## src/rtl/irsir_pkg.sv

```systemverilog
package irsir_pkg;

    localparam int OVS            = 16;
    localparam int PH_W           = $clog2(OVS);
    localparam int TX_PULSE_TICKS = 3;
    localparam int LP_PULSE_UNITS = 3;
    localparam int LPC_W          = $clog2(LP_PULSE_UNITS + 1);
    localparam int RX_MIN_UNITS   = 2;
    localparam int LC_W           = $clog2(RX_MIN_UNITS + 1);

    typedef struct packed {
        logic             busy;
        logic             pulse;
        logic [PH_W-1:0]  ph;
        logic [LPC_W-1:0] lpc;
    } tx_state_t;

    typedef struct packed {
        logic            s1;
        logic            s2;
        logic [LC_W-1:0] low_cnt;
        logic            armed;
        logic            hold;
        logic [PH_W-1:0] hcnt;
    } rx_state_t;

    localparam rx_state_t RX_IDLE = '{s1: 1'b1, s2: 1'b1, low_cnt: '0,
                                      armed: 1'b1, hold: 1'b0, hcnt: '0};

endpackage

```

## src/rtl/irsir_lp_divider.sv

```systemverilog
module irsir_lp_divider #(
    parameter int PSC_W = 8
) (
    input  logic             clk,
    input  logic             rst_n,
    input  logic [PSC_W-1:0] psc,
    output logic             lp_tick
);
    logic [PSC_W-1:0] cnt_d, cnt_q;
    logic [PSC_W-1:0] last;

    always_comb begin
        last    = (psc == '0) ? '0 : psc - 1'b1;
        lp_tick = (cnt_q >= last);
        cnt_d   = lp_tick ? '0 : cnt_q + 1'b1;
    end

    always_ff @(posedge clk or negedge rst_n) begin
        if (!rst_n) cnt_q <= '0;
        else        cnt_q <= cnt_d;
    end
endmodule

```

## src/rtl/irsir_tx_enc.sv

```systemverilog
module irsir_tx_enc
    import irsir_pkg::*;
(
    input  logic clk,
    input  logic rst_n,
    input  logic en,
    input  logic lp_mode,
    input  logic tick16,
    input  logic lp_tick,
    input  logic tx_bit,
    output logic pulse
);
    tx_state_t d, q;

    always_comb begin
        d = q;
        if (!en) begin
            d = '0;
        end else if (tick16 && !q.busy) begin
            if (!tx_bit) begin
                d.busy  = 1'b1;
                d.pulse = 1'b1;
                d.ph    = PH_W'(1);
                d.lpc   = '0;
            end
        end else begin
            if (q.busy && tick16) begin
                if (q.ph == PH_W'(OVS - 1)) begin
                    d.busy = 1'b0;
                    d.ph   = '0;
                end else begin
                    d.ph = q.ph + 1'b1;
                end
                if (!lp_mode && q.ph == PH_W'(TX_PULSE_TICKS))
                    d.pulse = 1'b0;
            end
            if (lp_mode && q.pulse && lp_tick) begin
                if (q.lpc == LPC_W'(LP_PULSE_UNITS - 1)) begin
                    d.pulse = 1'b0;
                    d.lpc   = '0;
                end else begin
                    d.lpc = q.lpc + 1'b1;
                end
            end
        end
    end

    always_ff @(posedge clk or negedge rst_n) begin
        if (!rst_n) q <= '0;
        else        q <= d;
    end

    assign pulse = q.pulse;
endmodule

```

## src/rtl/irsir_rx_dec.sv

```systemverilog
module irsir_rx_dec
    import irsir_pkg::*;
(
    input  logic clk,
    input  logic rst_n,
    input  logic en,
    input  logic lp_mode,
    input  logic tick16,
    input  logic lp_tick,
    input  logic ir_line,
    output logic zero_hold
);
    rx_state_t d, q;
    logic      unit_tick;
    logic      accept;

    always_comb begin
        d         = q;
        d.s1      = ir_line;
        d.s2      = q.s1;
        unit_tick = lp_mode ? lp_tick : tick16;
        accept    = 1'b0;

        if (q.s2) begin
            d.low_cnt = '0;
            d.armed   = 1'b1;
        end else if (unit_tick && q.armed) begin
            if (q.low_cnt == LC_W'(RX_MIN_UNITS - 1)) begin
                accept    = 1'b1;
                d.armed   = 1'b0;
                d.low_cnt = '0;
            end else begin
                d.low_cnt = q.low_cnt + 1'b1;
            end
        end

        if (accept) begin
            d.hold = 1'b1;
            d.hcnt = '0;
        end else if (q.hold && tick16) begin
            if (q.hcnt == PH_W'(OVS - 1)) begin
                d.hold = 1'b0;
                d.hcnt = '0;
            end else begin
                d.hcnt = q.hcnt + 1'b1;
            end
        end

        if (!en) d = RX_IDLE;
    end

    always_ff @(posedge clk or negedge rst_n) begin
        if (!rst_n) q <= RX_IDLE;
        else        q <= d;
    end

    assign zero_hold = q.hold;
endmodule

```

## src/rtl/irsir_codec.sv

```systemverilog
module irsir_codec #(
    parameter int PSC_W = 8
) (
    input  logic             clk,
    input  logic             rst_n,
    input  logic             en,
    input  logic             lp_mode,
    input  logic [PSC_W-1:0] psc,
    input  logic             tick16,
    input  logic             uart_tx,
    input  logic             ir_in,
    output logic             ir_out,
    output logic             uart_rx
);
    logic lp_tick;
    logic tx_pulse;
    logic rx_zero;

    irsir_lp_divider #(.PSC_W(PSC_W)) u_div (
        .clk     (clk),
        .rst_n   (rst_n),
        .psc     (psc),
        .lp_tick (lp_tick)
    );

    irsir_tx_enc u_tx (
        .clk     (clk),
        .rst_n   (rst_n),
        .en      (en),
        .lp_mode (lp_mode),
        .tick16  (tick16),
        .lp_tick (lp_tick),
        .tx_bit  (uart_tx),
        .pulse   (tx_pulse)
    );

    irsir_rx_dec u_rx (
        .clk       (clk),
        .rst_n     (rst_n),
        .en        (en),
        .lp_mode   (lp_mode),
        .tick16    (tick16),
        .lp_tick   (lp_tick),
        .ir_line   (ir_in),
        .zero_hold (rx_zero)
    );

    assign ir_out  = en ? tx_pulse : uart_tx;
    assign uart_rx = en ? ~rx_zero : ir_in;
endmodule

```

## config.mk

```make
export PLATFORM = sky130hd
export DESIGN_NAME = irsir_codec
export DESIGN_NICKNAME = d
export VERILOG_FILES = /design/src/rtl/irsir_pkg.sv /design/src/rtl/irsir_lp_divider.sv /design/src/rtl/irsir_tx_enc.sv /design/src/rtl/irsir_rx_dec.sv /design/src/rtl/irsir_codec.sv
export SDC_FILE = /design/constraint.sdc
export NUM_CORES = 1
export LEC_CHECK = 0
export BUFFER_PORTS_ARGS = -buffer_cell sky130_fd_sc_hd__clkbuf_2
export CAP_MARGIN = 15
export CORE_ASPECT_RATIO = 1.25
export CORE_MARGIN = 5
export CORE_UTILIZATION = 55
export CTS_CLUSTER_DIAMETER = 60
export DETAILED_ROUTE_END_ITERATION = 8
export HOLD_SLACK_MARGIN = 0.03
export PLACE_DENSITY = 0.75
export SYNTH_ARGS = -nofsm -noshare
export SYNTH_HDL_FRONTEND = slang
export SYNTH_SLANG_ARGS = --single-unit
```

## constraint.sdc

```tcl
create_clock -name clk -period 4.5 [get_ports clk]
set_input_delay 0.675 -clock clk [delete_from_list [all_inputs] [get_ports clk]]
set_output_delay 0.675 -clock clk [all_outputs]
set_load 0.02 [all_outputs]
```

==> flow_summary.yaml <==
run_status:
  outcome: "complete, no violations"
min_path:
  holdCritPathClass: "input pin to async pin"
global_route:
  grt_usage_pct: 17.7
  globalRouteOverflowTotal: 0
  antenna_found_initial: 0
  grt_max_degree: 27
  grt_pass1_wl_mm: 5.89
  grt_pass1_vias: 1454
route:
  vias_per_cell: 5.89
  drt_iter0_markers: 36
  dr_total_vias: 1379
  wirelength_mm: 3.23
  dr.pass1.iters: 4
  drt-wirelength-per-cell_um: 13.8
  drc: 0
  postRouteAntennaNets: 0
yosys:
  ys_warn_count: 0
  synth_area_mm2: 0.00167
  synthArstFlopShare_pct: 100
  ys_seq_elements: 26
  synth_edf_count: 0
  ys_seq_area_share_pct: 39.1
  synthesis.nets: 208
  synthCells: 181
  synth.distinct_cells: 48
  syn_avg_cell_area_um2: 9.24
  ys.flop_type: "dfrtp_1"
placement:
  port_buffers: 16
  pre_cts_slack_ps: 1130
  gp_congestion: 0.816
  dp_hpwl_mm: 2.46
clock_tree:
  cts_resized: 0
  postCtsHoldBufs: 0
  cts.path.max_buffers: 2
  post_cts_buffers: 0
  path_clk_slew_ps: 140
  clock-sinks: 26
  cts_buffers: 3
  root_buffer: "clkbuf_4"
  htree_levels: 1
  cts_tree: "yes"
  insertion_delay_ps: 330
timing:
  worst_slack_ps: 1500
  fin_skew_ps: 0.672
  drv_slew: 0
  finalSetupViolCount: 0
  worst_slew_pin_slew_ps: 664
  rsz0062_at_grt: "no"
  post-route-min-period_ps: 3000
  period_share_pct: 66.7
  relSlewSlack_pct: 55.8
  finalHoldViolations: 0
  clock.fmax_mhz: 333
  tns_ps: 0
power_and_ir_drop:
  power.density_mw_per_mm2: 356
  power.internal_uw: 439
  pwr-share-comb_pct: 27.8
  p_switching_uw: 211
  pwr-share-seq_pct: 47.3
  swShare_pct: 32.4
  clockPowerShare_pct: 24.9
  peakVddDrop_mv: 0.267
  leakagePower_uw: 0.000848
final_layout:
  diodes: 0
  final_nets: 226
  final_cell_mix: "dfrtp_1, nand2_1, clkbuf_2, ha_1"
  post_route_cells_drive_above_1_share_pct: 16.2
  final_common_cell: "dfrtp_1"
  syn_to_final_growth_pct: 9.28
setup_path:
  critPathKind: "input pin to flop"
  endpoint_kind: "flop"
  cp.arrival_ps: 3230
  worstSetupStartpoint: "psc[0]"
  crit_end: "u_tx.pulse"
  cp_max_fo: 8
  ff2ff_path_depth: 6
  rrSetupSlack_ps: 2620
  critPathRequiredTime_ps: 4720
  r2r-start: "u_div.cnt_q[1]"
  cp-start-kind: "input pin"
  reg2reg_to: "u_tx.pulse"
floorplanning:
  die_area_mm2: 0.00425
  start_util_pct: 56.8
  core_area_mm2: 0.00295
  dieWidth_um: 59.3
  die-height_um: 71.6
  ios: 17
  row_count: 22
flow_run:
  drv_cap: 0
## synthesized netlist by cell type (3+ instances only)
library cell,count,area share (%)
xor2_1,7,3.7
nand2b_1,3,1.1
inv_1,11,2.5
dfstp_2,3,4.7
nand2_1,21,4.7
ha_1,12,9.0
nor3_1,3,0.90
nor2_1,10,2.2
nor2b_1,8,3.0
dfrtp_1,23,34
xnor2_1,3,1.6
and3_1,4,1.5
nand3_1,11,3.3
nand4_1,3,1.1
mux2i_1,3,1.8
o21ai_0,9,2.7
a21oi_1,9,2.7
## how the worst min path moves through the flow
stage                    from        endpoint  slack, ps
floorplan               rst_n  u_div.cnt_q[0]        380
global placement    u_rx.q[9]       u_rx.q[8]        480
detailed placement  u_rx.q[9]       u_rx.q[8]        480
CTS                     rst_n  u_div.cnt_q[6]        370
global route            rst_n  u_div.cnt_q[6]        380
finish                  rst_n       u_tx.q[1]        350
## critical path, cell delays in order
cell and delay (ps):
clkbuf_2 90, inv_1 60, ha_1 160, nor2b_1 240, nand3b_1 150, or3_1 420, and2_1 200, ha_1 260
and3_1 140, o21ai_1 70, a31o_4 290, a2111oi_2 370, o21ai_1 110
## stage by stage
| stage | total power, uW | hold slack (ps) | cells | utilization (%) | instance area, um^2 |
|---|---|---|---|---|---|
| after floorplan | 442 | 379 | 181 | - | 1670 |
| after global placement | 484 | 475 | 230 | 60.2 | 1770 |
| after detailed placement | 494 | 480 | 230 | 60.2 | 1770 |
| after CTS | 658 | 365 | 234 | 62.0 | 1830 |
| after global routing | 706 | 378 | 234 | 62.0 | 1830 |
| final | 650 | 350 | 234 | 62.0 | 1830 |
## registers in the layout, indices dropped and copies added, names as in the netlist
signal	flops
u_rx.zero_hold	1
u_tx.pulse	1
u_tx.q	7
u_div.cnt_q	8
u_rx.q	9
## power groups by stage
stage          combinational, uW  sequential [uW]  clock [uW]
3_5_place_dp                 182              313           0
4_1_cts                      183              308         166
2_1_floorplan                141              301           0
6_report                     181              308         162
3_3_place_gp                 172              312           0
5_1_grt                      215              313         177
## cell type report
cell class / count / area [um^2]
multi-input combinational: 141 / 953
sequential: 26 / 654
fill: 249 / 1120
clock buffer: 3 / 22.5
clock inverter: 1 / 30.0
timing repair buffer: 16 / 80.1
inverter: 11 / 41.3
tap: 36 / 45.0
## per-layer routing
layer	share of wire, %	global-route usage (%)	vias to the layer above
met1	44	19.3	662
met4	1.4	7.56	0
li1	-	-	683
met5	0	0	-
met2	52	32.3	29
met3	2.7	3.06	5
## cell families after synthesis
family / after synthesis / synth area share, %
adders and majority gates: 12 / 8.98
xor gates and xnor gates: 10 / 5.24
buffers and inverters: 14 / 3.82
muxes: 4 / 2.47
AOI/OAI and AO/OA: 44 / 18.9
DFF: 26 / 39.1
and+or+nand+nor: 71 / 21.5
Note: power is estimated with default switching activity, not from simulation.
